$ cat config.mk
export PLATFORM = sky130hd
export DESIGN_NAME = nand_cmd_if
export DESIGN_NICKNAME = d
export VERILOG_FILES = /design/src/rtl/nand_ci_pkg.sv /design/src/rtl/nand_ci_bus_sampler.sv /design/src/rtl/nand_ci_addr_asm.sv /design/src/rtl/nand_ci_seq.sv /design/src/rtl/nand_cmd_if.sv
export SDC_FILE = /design/constraint.sdc
export NUM_CORES = 1
export LEC_CHECK = 0
export BUFFER_PORTS_ARGS = -buffer_cell sky130_fd_sc_hd__buf_2
export CORE_MARGIN = 2
export CORE_UTILIZATION = 38
export CTS_BUF_LIST = sky130_fd_sc_hd__clkbuf_2 sky130_fd_sc_hd__clkbuf_4 sky130_fd_sc_hd__clkbuf_8
export CTS_CLUSTER_SIZE = 25
export DETAILED_ROUTE_END_ITERATION = 10
export PLACE_DENSITY = 0.68
export SETUP_SLACK_MARGIN = 0.5
export SLEW_MARGIN = 20
export SYNTH_ARGS = -nofsm -noshare
export SYNTH_HDL_FRONTEND = slang
export SYNTH_SLANG_ARGS = --single-unit
$ cat constraint.sdc
create_clock -name clk -period 2.3 [get_ports clk]
set_clock_uncertainty 0.2 [all_clocks]
set_input_delay 0.46 -clock clk [delete_from_list [all_inputs] [get_ports clk]]
set_output_delay 0.46 -clock clk [all_outputs]
set_load 0.03 [all_outputs]
$ cat src/rtl/nand_ci_pkg.sv
package nand_ci_pkg;

   typedef enum logic [1:0] {
      OP_NONE  = 2'd0,
      OP_READ  = 2'd1,
      OP_PROG  = 2'd2,
      OP_ERASE = 2'd3
   } op_kind_e;

   typedef enum logic [2:0] {
      S_IDLE,
      S_RD_ADR,
      S_RDO_ADR,
      S_PG,
      S_ER_ADR
   } seq_e;

   localparam logic [7:0] C_READ      = 8'h00;
   localparam logic [7:0] C_READ_GO   = 8'h30;
   localparam logic [7:0] C_CACHE_GO  = 8'h31;
   localparam logic [7:0] C_CACHE_END = 8'h34;
   localparam logic [7:0] C_RDO       = 8'h05;
   localparam logic [7:0] C_RDO_GO    = 8'hE0;
   localparam logic [7:0] C_PROG      = 8'h80;
   localparam logic [7:0] C_PROG_GO   = 8'h10;
   localparam logic [7:0] C_ERASE     = 8'h60;
   localparam logic [7:0] C_ERASE_GO  = 8'hD0;

   localparam int ADDR_CYCLES = 5;
   localparam int ROW_FIRST   = 2;

endpackage

$ cat src/rtl/nand_ci_bus_sampler.sv
module nand_ci_bus_sampler (
   input  logic       clk,
   input  logic       rst_n,
   input  logic       ce_n,
   input  logic       cle,
   input  logic       ale,
   input  logic       re_n,
   input  logic       we_n,
   input  logic [7:0] io_in,
   output logic       cmd_ev,
   output logic       adr_ev,
   output logic       dat_ev,
   output logic       re_ev,
   output logic [7:0] ev_byte
);
   logic we_q, re_q;
   logic we_rise, re_fall, sel;

   assign we_rise = !we_q && we_n;
   assign re_fall = re_q && !re_n;
   assign sel     = we_rise && !ce_n && re_n;

   always_ff @(posedge clk) begin
      if (!rst_n) begin
         we_q    <= 1'b1;
         re_q    <= 1'b1;
         cmd_ev  <= 1'b0;
         adr_ev  <= 1'b0;
         dat_ev  <= 1'b0;
         re_ev   <= 1'b0;
         ev_byte <= '0;
      end else begin
         we_q    <= we_n;
         re_q    <= re_n;
         cmd_ev  <= sel && cle && !ale;
         adr_ev  <= sel && ale && !cle;
         dat_ev  <= sel && !cle && !ale;
         re_ev   <= re_fall && !ce_n && we_n && !cle && !ale;
         ev_byte <= io_in;
      end
   end
endmodule

$ cat src/rtl/nand_ci_addr_asm.sv
module nand_ci_addr_asm
   import nand_ci_pkg::*;
#(
   parameter int COL_W    = 12,
   parameter int PAGE_W   = 6,
   parameter int BLK_W    = 12,
   parameter int LAST_COL = 2111
) (
   input  logic              clk,
   input  logic              rst_n,
   input  logic              cmd_ev,
   input  logic              adr_ev,
   input  logic              col_inc,
   input  logic [7:0]        ev_byte,
   output logic [COL_W-1:0]  col_ptr,
   output logic [PAGE_W-1:0] page_idx,
   output logic [BLK_W-1:0]  block_idx
);
   localparam int ROW_W = 8 * (ADDR_CYCLES - ROW_FIRST);
   localparam logic [COL_W-1:0] LAST = COL_W'(LAST_COL);

   if (COL_W < 9 || COL_W > 16) begin : g_bad_col
      $error("column width must lie between 9 and 16 bits");
   end
   if (PAGE_W + BLK_W > ROW_W - 1) begin : g_bad_row
      $error("page and block fields exceed the row address bytes");
   end

   logic [2:0]       slot;
   logic [7:0]       col_lo;
   logic [ROW_W-1:0] row;
   logic [COL_W-1:0] col_raw;
   logic             unused_row;

   for (genvar k = 0; k < ADDR_CYCLES - ROW_FIRST; k++) begin : g_row_byte
      logic [7:0] q;
      always_ff @(posedge clk) begin
         if (!rst_n)
            q <= '0;
         else if (adr_ev && slot == 3'(k + ROW_FIRST))
            q <= ev_byte;
      end
      assign row[8*k +: 8] = q;
   end

   assign col_raw    = {ev_byte[COL_W-9:0], col_lo};
   assign page_idx   = row[PAGE_W-1:0];
   assign block_idx  = row[PAGE_W+BLK_W-1:PAGE_W];
   assign unused_row = ^row[ROW_W-1:PAGE_W+BLK_W];

   always_ff @(posedge clk) begin
      if (!rst_n) begin
         slot    <= '0;
         col_lo  <= '0;
         col_ptr <= '0;
      end else begin
         if (cmd_ev)
            slot <= (ev_byte == C_ERASE) ? 3'(ROW_FIRST) : 3'd0;
         else if (adr_ev && slot < 3'(ADDR_CYCLES))
            slot <= slot + 3'd1;

         if (adr_ev && slot == 3'd0)
            col_lo <= ev_byte;

         if (adr_ev && slot == 3'd1)
            col_ptr <= (col_raw > LAST) ? LAST : col_raw;
         else if (col_inc && col_ptr != LAST)
            col_ptr <= col_ptr + COL_W'(1);
      end
   end

   // pointer stays inside the page
   a_r4_col_bound: assert property (@(posedge clk) disable iff (!rst_n)
      col_ptr <= LAST);

   // address cycles beyond the fifth leave the row untouched
   a_r2_extra_ignored: assert property (@(posedge clk) disable iff (!rst_n)
      adr_ev && slot == 3'(ADDR_CYCLES) |=> $stable(page_idx) && $stable(block_idx));
endmodule

$ cat src/rtl/nand_ci_seq.sv
module nand_ci_seq
   import nand_ci_pkg::*;
#(
   parameter int READ_CYC  = 20,
   parameter int PROG_CYC  = 40,
   parameter int ERASE_CYC = 60
) (
   input  logic       clk,
   input  logic       rst_n,
   input  logic       cmd_ev,
   input  logic [7:0] ev_byte,
   input  logic       wp_n,
   output logic       busy,
   output logic       addr_ok,
   output logic       in_pg,
   output logic       op_go,
   output op_kind_e   op_kind
);
   localparam int MAXC = (READ_CYC > PROG_CYC) ?
                         ((READ_CYC > ERASE_CYC) ? READ_CYC : ERASE_CYC) :
                         ((PROG_CYC > ERASE_CYC) ? PROG_CYC : ERASE_CYC);
   localparam int TW = $clog2(MAXC + 1);

   if (READ_CYC < 1 || PROG_CYC < 1 || ERASE_CYC < 1) begin : g_bad_cyc
      $error("operation durations must be at least one clock");
   end

   seq_e          st, nxt_st;
   logic          read_mode, nxt_rm;
   logic          cache_on, nxt_cache;
   logic          go;
   op_kind_e      kind;
   logic [TW-1:0] timer, tload;

   assign addr_ok = !busy && (st == S_RD_ADR || st == S_RDO_ADR ||
                              st == S_PG || st == S_ER_ADR);
   assign in_pg   = !busy && st == S_PG;

   always_comb begin
      nxt_st    = st;
      nxt_rm    = read_mode;
      nxt_cache = cache_on;
      go        = 1'b0;
      kind      = OP_NONE;
      if (cmd_ev && !busy) begin
         nxt_st = S_IDLE;
         case (ev_byte)
            C_READ: begin
               nxt_st = S_RD_ADR;
               nxt_rm = 1'b1;
            end
            C_READ_GO, C_CACHE_GO: begin
               if (st == S_RD_ADR || (st == S_IDLE && read_mode)) begin
                  go        = 1'b1;
                  kind      = OP_READ;
                  nxt_cache = (ev_byte == C_CACHE_GO);
               end
            end
            C_CACHE_END: nxt_cache = 1'b0;
            C_RDO:       nxt_st = cache_on ? S_IDLE : S_RDO_ADR;
            C_PROG: begin
               nxt_rm = 1'b0;
               nxt_st = wp_n ? S_PG : S_IDLE;
            end
            C_PROG_GO: begin
               if (st == S_PG && wp_n) begin
                  go   = 1'b1;
                  kind = OP_PROG;
               end
            end
            C_ERASE: begin
               nxt_rm = 1'b0;
               nxt_st = wp_n ? S_ER_ADR : S_IDLE;
            end
            C_ERASE_GO: begin
               if (st == S_ER_ADR && wp_n) begin
                  go   = 1'b1;
                  kind = OP_ERASE;
               end
            end
            default: nxt_st = S_IDLE;
         endcase
      end
   end

   always_comb begin
      case (kind)
         OP_PROG:  tload = TW'(PROG_CYC - 1);
         OP_ERASE: tload = TW'(ERASE_CYC - 1);
         default:  tload = TW'(READ_CYC - 1);
      endcase
   end

   always_ff @(posedge clk) begin
      if (!rst_n) begin
         st        <= S_IDLE;
         read_mode <= 1'b1;
         cache_on  <= 1'b0;
         busy      <= 1'b0;
         timer     <= '0;
         op_go     <= 1'b0;
         op_kind   <= OP_NONE;
      end else begin
         st        <= nxt_st;
         read_mode <= nxt_rm;
         cache_on  <= nxt_cache;
         op_go     <= go;
         if (go) begin
            busy    <= 1'b1;
            timer   <= tload;
            op_kind <= kind;
         end else if (busy) begin
            if (timer == '0)
               busy <= 1'b0;
            else
               timer <= timer - TW'(1);
         end
      end
   end

   // no new operation starts while one is running
   a_r9_no_go_when_busy: assert property (@(posedge clk) disable iff (!rst_n)
      busy && $past(busy) |-> !op_go);

   // program and erase start only with write protect released
   a_r7_wp_gate: assert property (@(posedge clk) disable iff (!rst_n)
      op_go && (op_kind == OP_PROG || op_kind == OP_ERASE) |-> $past(wp_n));

   // busy rises only together with a start pulse
   a_r8_busy_origin: assert property (@(posedge clk) disable iff (!rst_n)
      $rose(busy) |-> op_go);
endmodule

$ cat src/rtl/nand_cmd_if.sv
module nand_cmd_if
   import nand_ci_pkg::*;
#(
   parameter int MAIN_BYTES      = 2048,
   parameter int SPARE_BYTES     = 64,
   parameter int PAGES_PER_BLOCK = 64,
   parameter int BLOCK_COUNT     = 4096,
   parameter int READ_CYC        = 20,
   parameter int PROG_CYC        = 40,
   parameter int ERASE_CYC       = 60,
   localparam int PAGE_BYTES = MAIN_BYTES + SPARE_BYTES,
   localparam int COL_W      = $clog2(PAGE_BYTES),
   localparam int PAGE_W     = $clog2(PAGES_PER_BLOCK),
   localparam int BLK_W      = $clog2(BLOCK_COUNT)
) (
   input  logic              clk,
   input  logic              rst_n,
   input  logic              ce_n,
   input  logic              cle,
   input  logic              ale,
   input  logic              re_n,
   input  logic              we_n,
   input  logic              wp_n,
   input  logic [7:0]        io_in,
   output logic              rb_n,
   output logic [COL_W-1:0]  col_ptr,
   output logic [PAGE_W-1:0] page_idx,
   output logic [BLK_W-1:0]  block_idx,
   output logic              din_we,
   output logic [7:0]        din_data,
   output logic              op_go,
   output logic [1:0]        op_kind
);
   localparam int LAST_COL = PAGE_BYTES - 1;

   logic       cmd_ev, adr_ev, dat_ev, re_ev;
   logic [7:0] ev_byte;
   logic       busy, addr_ok, in_pg, col_inc, take_dat;
   op_kind_e   kind_q;

   nand_ci_bus_sampler u_smp (
      .clk(clk), .rst_n(rst_n), .ce_n(ce_n), .cle(cle), .ale(ale),
      .re_n(re_n), .we_n(we_n), .io_in(io_in),
      .cmd_ev(cmd_ev), .adr_ev(adr_ev), .dat_ev(dat_ev), .re_ev(re_ev),
      .ev_byte(ev_byte)
   );

   nand_ci_seq #(
      .READ_CYC(READ_CYC), .PROG_CYC(PROG_CYC), .ERASE_CYC(ERASE_CYC)
   ) u_seq (
      .clk(clk), .rst_n(rst_n), .cmd_ev(cmd_ev), .ev_byte(ev_byte),
      .wp_n(wp_n), .busy(busy), .addr_ok(addr_ok), .in_pg(in_pg),
      .op_go(op_go), .op_kind(kind_q)
   );

   assign take_dat = dat_ev && in_pg;
   assign col_inc  = take_dat || (re_ev && !busy);

   nand_ci_addr_asm #(
      .COL_W(COL_W), .PAGE_W(PAGE_W), .BLK_W(BLK_W), .LAST_COL(LAST_COL)
   ) u_adr (
      .clk(clk), .rst_n(rst_n), .cmd_ev(cmd_ev && !busy),
      .adr_ev(adr_ev && addr_ok), .col_inc(col_inc), .ev_byte(ev_byte),
      .col_ptr(col_ptr), .page_idx(page_idx), .block_idx(block_idx)
   );

   always_ff @(posedge clk) begin
      if (!rst_n) begin
         din_we   <= 1'b0;
         din_data <= '0;
      end else begin
         din_we   <= take_dat;
         din_data <= ev_byte;
      end
   end

   assign rb_n    = !busy;
   assign op_kind = kind_q;

   // every accepted data byte moves the pointer forward by one
   a_r3_din_step: assert property (@(posedge clk) disable iff (!rst_n)
      din_we && $past(col_ptr) != COL_W'(LAST_COL) |-> col_ptr == $past(col_ptr) + COL_W'(1));
endmodule

==> results of run 1 <==
## final timing paths
path	startpoint	end	slack (ps)	cells after the start
max	u_smp.ev_byte[3]	u_seq.busy	430	7
min	io_in[4]	u_smp.ev_byte[4]	100	2
max reg2reg	u_smp.ev_byte[3]	u_seq.busy	430	7
min reg2reg	u_adr.g_row_byte[1].q[4]	u_adr.g_row_byte[1].q[4]	250	2
## cells by family (layout without fill, tap and decap cells)
| family | Yosys count | count (layout) |
|---|---|---|
| AO/OA/AOI/OAI | 75 | 75 |
| AND/OR/NAND/NOR | 159 | 159 |
| multiplexers | 20 | 20 |
| adder cells (fa/ha/maj) | 8 | 8 |
| flip-flops | 79 | 79 |
| XOR/XNOR | 13 | 13 |
| buffers and inverters | 38 | 135 |
## stage by stage
step	utilization (%)	hold WS, ps	area [µm²]	total power, mW	instances
2_1_floorplan	-	229	3590	1.52	392
3_3_place_gp	43.9	241	4000	1.57	550
3_5_place_dp	43.9	247	4000	1.57	550
4_1_cts	49.0	87.1	4460	2.64	583
5_1_grt	51.4	106	4690	2.73	600
6_report	51.4	97.9	4690	2.64	600
## cell type report
type | count | area (µm²) | area share [%]
multi-input combinational | 275 | 1970 | 42.0
sequential | 79 | 1630 | 34.8
timing repair buffer | 104 | 682 | 14.6
tap | 111 | 139 | 2.96
clock buffer | 10 | 138 | 2.94
clock inverter | 6 | 67.6 | 1.44
inverter | 15 | 62.6 | 1.34
## synth_stat cells (3+ instances only)
cell type  count
a21oi_1       31
and2_1        13
and3_1         5
and4_1         4
buf_2          5
clkbuf_1      15
dfxtp_1       79
ha_1           8
inv_1         15
mux2i_1       20
nand2_1       26
nand2b_1       4
nand3_1       21
nand4_1        9
nor2_1        36
nor2b_1        4
nor3_1        13
nor4_1         3
o21ai_0       14
o21ai_1        5
or3_1          5
xor2_1        11
## power by group
| part | switching [mW] | internal, mW |
|---|---|---|
| Clock | 0.548 | 0.535 |
| Sequential | 0.0191 | 1.37 |
| Combinational | 0.0973 | 0.0684 |
## metal layers
metal,vias to the layer above,GRT usage (%)
met5,-,0
met4,0,8.22
met3,15,2.51
met2,117,28.4
met1,1534,24.4
li1,1573,-
## what timing repair did
| action | 4_1_cts | 5_1_grt |
|---|---|---|
| buffers inserted | 16 | 17 |
| pin swaps | 22 | 16 |
| hold buffers | 0 | 0 |
| endpoints found under the setup margin | 42 | 42 |
| cloned | 1 | 0 |
| resized for setup | 41 | 21 |
## worst reg2reg max path: stages, from the launching register on
cell and delay (ps):
dfxtp_4 380, nor4_4 400, nand3_4 150, a211oi_4 220, buf_4 160, nor2_4 40
buf_6 130, a21oi_2 120
## flip-flops by register name, summed over array words and instances (netlist names)
register and cells:
u_seq.op_go 1, u_adr.col_ptr 12, u_smp.re_ev 1, u_seq.cache_on 1, u_seq.busy 1, u_adr.g_row_byte.q 18, u_adr.slot 3, u_smp.adr_ev 1
u_seq.st 3, u_seq.op_kind 2, u_seq.timer 6, din_data 8, u_seq.read_mode 1, u_smp.cmd_ev 1, u_adr.col_lo 8, u_smp.dat_ev 1
u_smp.re_q 1, din_we 1, u_smp.ev_byte 8, u_smp.we_q 1
==> results.sh, run 1 <==
export IMPL_status="finished clean"
export IMPL_clk_latency_ps=360
export IMPL_worst_slack_ps=431
export IMPL_core_area_um2=9110
export IMPL_die_y_um=100
export IMPL_synthSimpleGateAreaFrac_pct=24.9
export IMPL_grt_remaining_overflow=0
export IMPL_hold_viol=0
export IMPL_ant_nets=0
export IMPL_wl_met2_um=4420
export IMPL_antenna_found_initial=0
export IMPL_async_flop_share_pct=0
export IMPL_fp_row_count=35
export IMPL_final_nets=508
export IMPL_path_cells="nor4_4 > nand3_4 > a211oi_4 > buf_4 > nor2_4 > buf_6 > a21oi_2"
export IMPL_avgSynthCellArea_um2=8.99
export IMPL_ys_flop_type="dfxtp_1"
export IMPL_synth_compound_area_share_pct=14.0
export IMPL_port_buffer_count=58
export IMPL_final_setup_viol_count=0
export IMPL_cts_buffers=9
export IMPL_dp_slack_ps=78.0
export IMPL_cp_required_ps=2390
export IMPL_cts_root_buffer="clkbuf_8"
export IMPL_synth_area_leader_cell="dfxtp_1"
export IMPL_syn_area_um2=3520
export IMPL_crit_fanout=5
export IMPL_dr_pass1_iters=4
export IMPL_p_per_area_nw_per_um2=564
export IMPL_synth_top_cell_area_share_pct=44.9
export IMPL_rsz0062_at_grt="true"
export IMPL_yosysWarnings=0
export IMPL_critPathLaunchType="register"
export IMPL_finalWirelength_um=9310
export IMPL_min_period_ps=1870
export IMPL_grt_pass1_wl_um=14200
export IMPL_grt_max_degree=38
export IMPL_grt_usage_pct=18.0
export IMPL_area_delta_synth_final_pct=33.0
export IMPL_wl_met1_um=4040
export IMPL_drv_cap=0
export IMPL_yosys_area_share_adder_pct=2.84
export IMPL_start_util_pct=38.7
export IMPL_dr_wl_met3_um=665
export IMPL_synth_mux_area_share_pct=5.68
export IMPL_crit_type="register to register"
export IMPL_grt_pass1_vias=2910
export IMPL_fill_cells=845
export IMPL_layout_drive_gt1_share_pct=37.6
export IMPL_remaining_drc_errors=0
export IMPL_final_period_utilization_pct=81.3
export IMPL_synth_xor_area_share_pct=3.23
export IMPL_slowest_delay_ps=400
export IMPL_place_gp_congestion=0.857
export IMPL_mostFrequentLayoutCells="58 x dfxtp_1, 58 x buf_2, 37 x buf_4"
export IMPL_end_kind="register"
export IMPL_cts_num_sinks=79
export IMPL_max_freq_mhz=535
export IMPL_dp_hpwl_um=6160
export IMPL_cts_tree="built"
export IMPL_crit_arrival_ps=1960
export IMPL_drt_wirelength_per_cell_um=15.5
export IMPL_drt_iter0_drc=260
export IMPL_synthTopCellsByArea="dfxtp_1 45%, mux2i_1 5.7%, a21oi_1 4.4%"
export IMPL_io_pins=59
export IMPL_synth_edff_count=0
export IMPL_synth_fp_nets=416
export IMPL_maxSlewViolCount=0
export IMPL_h_tree_depth=3
export IMPL_synth_top_family_by_area="simple AND/OR/NAND/NOR gates"
export IMPL_totalNegativeSetupSlack_ps=0
export IMPL_die_area_um2=10100
export IMPL_clock_path_buffers=2
export IMPL_critPathTopFamily="simple AND/OR/NAND/NOR gates"
export IMPL_worst_pin_slew_ps=610
export IMPL_antenna_cells=0
export IMPL_total_leakage_power_nw=1.82
export IMPL_cp_num_buf_inv=2
export IMPL_ys_seq_elements=79
export IMPL_yosysSeqAreaShare_pct=44.9
export IMPL_routed_via_density=5.40
export IMPL_path_clk_slew_ps=90
export IMPL_max_slew_margin_rel_pct=58.9
export IMPL_synth_distinct_cells=58
export IMPL_top_layer="met4"
export IMPL_max_vdd_ir_drop_mv=0.390
export IMPL_vias=3239
export IMPL_fp_dieW_um=100
export IMPL_min_path_type="primary input to register"
export IMPL_cpMaxStageDelayCell="nor4_4"
export IMPL_synth_cells=392
(Power assumes the default switching activity.)
==> run 2: changes to the inputs <==
--- a/config.mk
+++ b/config.mk
@@ -5,13 +5,14 @@
 export SDC_FILE = /design/constraint.sdc
 export NUM_CORES = 1
 export LEC_CHECK = 0
+export ABC_AREA = 1
 export BUFFER_PORTS_ARGS = -buffer_cell sky130_fd_sc_hd__buf_2
 export CORE_MARGIN = 2
 export CORE_UTILIZATION = 38
 export CTS_BUF_LIST = sky130_fd_sc_hd__clkbuf_2 sky130_fd_sc_hd__clkbuf_4 sky130_fd_sc_hd__clkbuf_8
 export CTS_CLUSTER_SIZE = 25
 export DETAILED_ROUTE_END_ITERATION = 10
-export PLACE_DENSITY = 0.68
+export PLACE_DENSITY = 0.69
 export SETUP_SLACK_MARGIN = 0.5
 export SLEW_MARGIN = 20
 export SYNTH_ARGS = -nofsm -noshare
==> constraint.sdc (replaced) <==
create_clock -name clk -period 1.6 [get_ports clk]
set_clock_uncertainty 0.2 [all_clocks]
set_input_delay 0.32 -clock clk [delete_from_list [all_inputs] [get_ports clk]]
set_output_delay 0.32 -clock clk [all_outputs]
set_load 0.03 [all_outputs]
==> run 2 against run 1 <==
The run now ends with negative hold slack, negative setup slack left. Global-route usage rose by 4.2 points. Design area rose by 37%. Area after synthesis up 8.2%. Critical path type unchanged. Largest power group unchanged. Highest routed layer unchanged.
==> results.sh, run 2 <==
export IMPL_maxSlewViolCount=0
export IMPL_clk_latency_ps=370
export IMPL_yosysWarnings=0
export IMPL_path_clk_slew_ps=80
export IMPL_cts_buffers=9
export IMPL_crit_fanout=5
export IMPL_worst_slack_ps=-144
export IMPL_die_area_um2=10800
export IMPL_critPathLaunchType="register"
export IMPL_die_y_um=104
export IMPL_dr_pass1_iters=5
export IMPL_clock_path_buffers=2
export IMPL_top_regs="u_adr.g_row_byte.q: 18 flops, u_adr.col_ptr: 12 flops"
export IMPL_avgSynthCellArea_um2=7.12
export IMPL_worst_pin_slew_ps=365
export IMPL_violations="negative hold slack, negative setup slack"
export IMPL_crit_type="register to register"
export IMPL_grt_pass1_vias=4084
export IMPL_routed_via_density=5.25
export IMPL_grt_max_degree=31
export IMPL_fp_row_count=36
export IMPL_yosys_area_share_adder_pct=2.63
export IMPL_synth_mux_area_share_pct=0
export IMPL_synthTopCellsByArea="dfxtp_1 41%, nand2_1 13%, nand3_1 6.8%"
export IMPL_min_period_ps=1740
export IMPL_finalPower_mw=4.08
export IMPL_hold_viol=1
export IMPL_largest_reg_flops=18
export IMPL_synth_compound_area_share_pct=10.6
export IMPL_async_flop_share_pct=0
export IMPL_core_area_um2=9770
export IMPL_final_setup_viol_count=34
export IMPL_synth_most_common_cell="nand2_1"
export IMPL_synth_distinct_cells=38
export IMPL_synth_common_cells="128 x nand2_1, 79 x dfxtp_1, 66 x inv_1"
export IMPL_cts_root_buffer="clkbuf_8"
export IMPL_dp_hpwl_um=7320
export IMPL_synth_fp_nets=559
export IMPL_yosysSeqAreaShare_pct=41.5
export IMPL_final_period_utilization_pct=109
export IMPL_h_tree_depth=3
export IMPL_layout_drive_gt1_share_pct=55.9
export IMPL_max_slew_margin_rel_pct=75.7
export IMPL_total_leakage_power_nw=2.87
export IMPL_synth_edff_count=0
export IMPL_synth_top_cell_area_share_pct=41.5
export IMPL_ys_seq_elements=79
export IMPL_holdWs_ps=-25.8
export IMPL_cts_tree="built"
export IMPL_antenna_cells=0
export IMPL_crit_arrival_ps=1850
export IMPL_max_vdd_ir_drop_mv=0.507
export IMPL_io_pins=59
export IMPL_ys_flop_type="dfxtp_1"
export IMPL_synth_area_leader_cell="dfxtp_1"
export IMPL_mostFrequentLayoutCells="96 x nand2_1, 70 x buf_6, 67 x buf_4"
export IMPL_grt_remaining_overflow=0
export IMPL_drt_iter0_drc=423
export IMPL_min_path_type="primary input to register"
export IMPL_remaining_drc_errors=0
export IMPL_port_buffer_count=58
export IMPL_fill_cells=716
export IMPL_synth_cells=535
export IMPL_grt_pass1_wl_um=19300
export IMPL_synth_top_family_by_area="simple AND/OR/NAND/NOR gates"
export IMPL_fp_dieW_um=104
export IMPL_final_common_cell="nand2_1"
export IMPL_final_nets=720
export IMPL_drv_cap=0
export IMPL_grt_usage_pct=22.1
export IMPL_cts_num_sinks=79
export IMPL_max_freq_mhz=573
export IMPL_synth_xor_area_share_pct=1.15
export IMPL_place_gp_congestion=0.891
export IMPL_cts_hold_buf=12
export IMPL_rsz0062_at_grt="true"
export IMPL_area_delta_synth_final_pct=68.7
export IMPL_drt_wirelength_per_cell_um=16.3
export IMPL_regMostFlops="u_adr.g_row_byte.q"
export IMPL_end_kind="register"
export IMPL_synthSimpleGateAreaFrac_pct=33.2
export IMPL_antenna_found_initial=0
export IMPL_dp_slack_ps=-82.2
export IMPL_vias=4377
export IMPL_p_per_area_nw_per_um2=634
export IMPL_finalWirelength_um=13600
export IMPL_syn_area_um2=3810
export IMPL_status="complete, but fails checks"
export IMPL_start_util_pct=39.0
export IMPL_ant_nets=0
export IMPL_cp_required_ps=1700
-- run 2: power by group --
part           leakage (nW)  internal, mW  switching, mW
Sequential            0.672          1.97         0.0341
Combinational          2.08         0.145          0.201
Clock                 0.117         0.932          0.794
Total                  2.87          3.05           1.03
-- run 2: layout make-up --
cell class                      count  area (µm²)  share of cell area (%)
Multi-Input combinational cell    364        2460                    38.3
Tap cell                          133         166                    2.59
Sequential cell                    79        1700                    26.4
Timing Repair Buffer              168        1560                    24.3
Clock inverter                      6        91.3                    1.42
Timing Repair inverter              1        11.3                   0.175
Clock buffer                       10         138                    2.14
Inverter                           73         302                    4.69
-- run 2: critical path, stage by stage, from the launching register on --
cell     delay, ps
dfxtp_2        340
inv_2          100
nand3_2        150
o21ai_4        230
nand2_4         90
inv_1          160
nand2_1         90
nand3_1         90
nand2_1        100
nor2_1         120
-- run 2: cell families (layout without fill, tap and decap cells) --
kind of cell	Yosys count	after routing
compound gates	76	76
buf+inv	94	258
fa+ha+maj	8	8
xor+xnor	5	5
simple gates	273	275
flops	79	79
-- run 2: timing repair --
| item | CTS | global route |
|---|---|---|
| endpoints found under the hold margin | 13 | 1 |
| resized for setup | 220 | 60 |
| pin swaps | 44 | 22 |
| setup buffers | 33 | 17 |
| setup endpoints to repair | 101 | 102 |
| cloned | 3 | 0 |
-- run 2: path summary, 6_finish.rpt --
path | from | to | slack, ps | cells after the start
setup / recovery | u_seq.st[2] | u_adr.col_ptr[5] | -140 | 9
hold / removal | ce_n | u_smp.re_ev | -30 | 2
setup reg to reg | u_seq.st[2] | u_adr.col_ptr[5] | -140 | 9
hold reg to reg | u_adr.col_lo[2] | u_adr.col_lo[2] | 270 | 2
-- run 2: metal layers --
layer	GRT usage [%]	vias up	routed length, µm
met5	0	-	0
met4	10.5	0	737
met3	3.76	85	839
met2	38.5	233	6740
met1	26.4	2015	5310
li1	-	2044	-
-- run 2: through the flow --
step	utilization, %	std cells	area, µm²	TNS, ps	hold WS [ps]
4_1_cts	62.3	817	6090	-111	-71.6
3_5_place_dp	48.6	753	4750	-638	255
5_1_grt	65.8	834	6430	-4540	-32.6
6_report	65.8	834	6430	-2000	-25.8
3_3_place_gp	48.6	753	4750	-553	233
2_1_floorplan	-	535	4120	-46.7	197
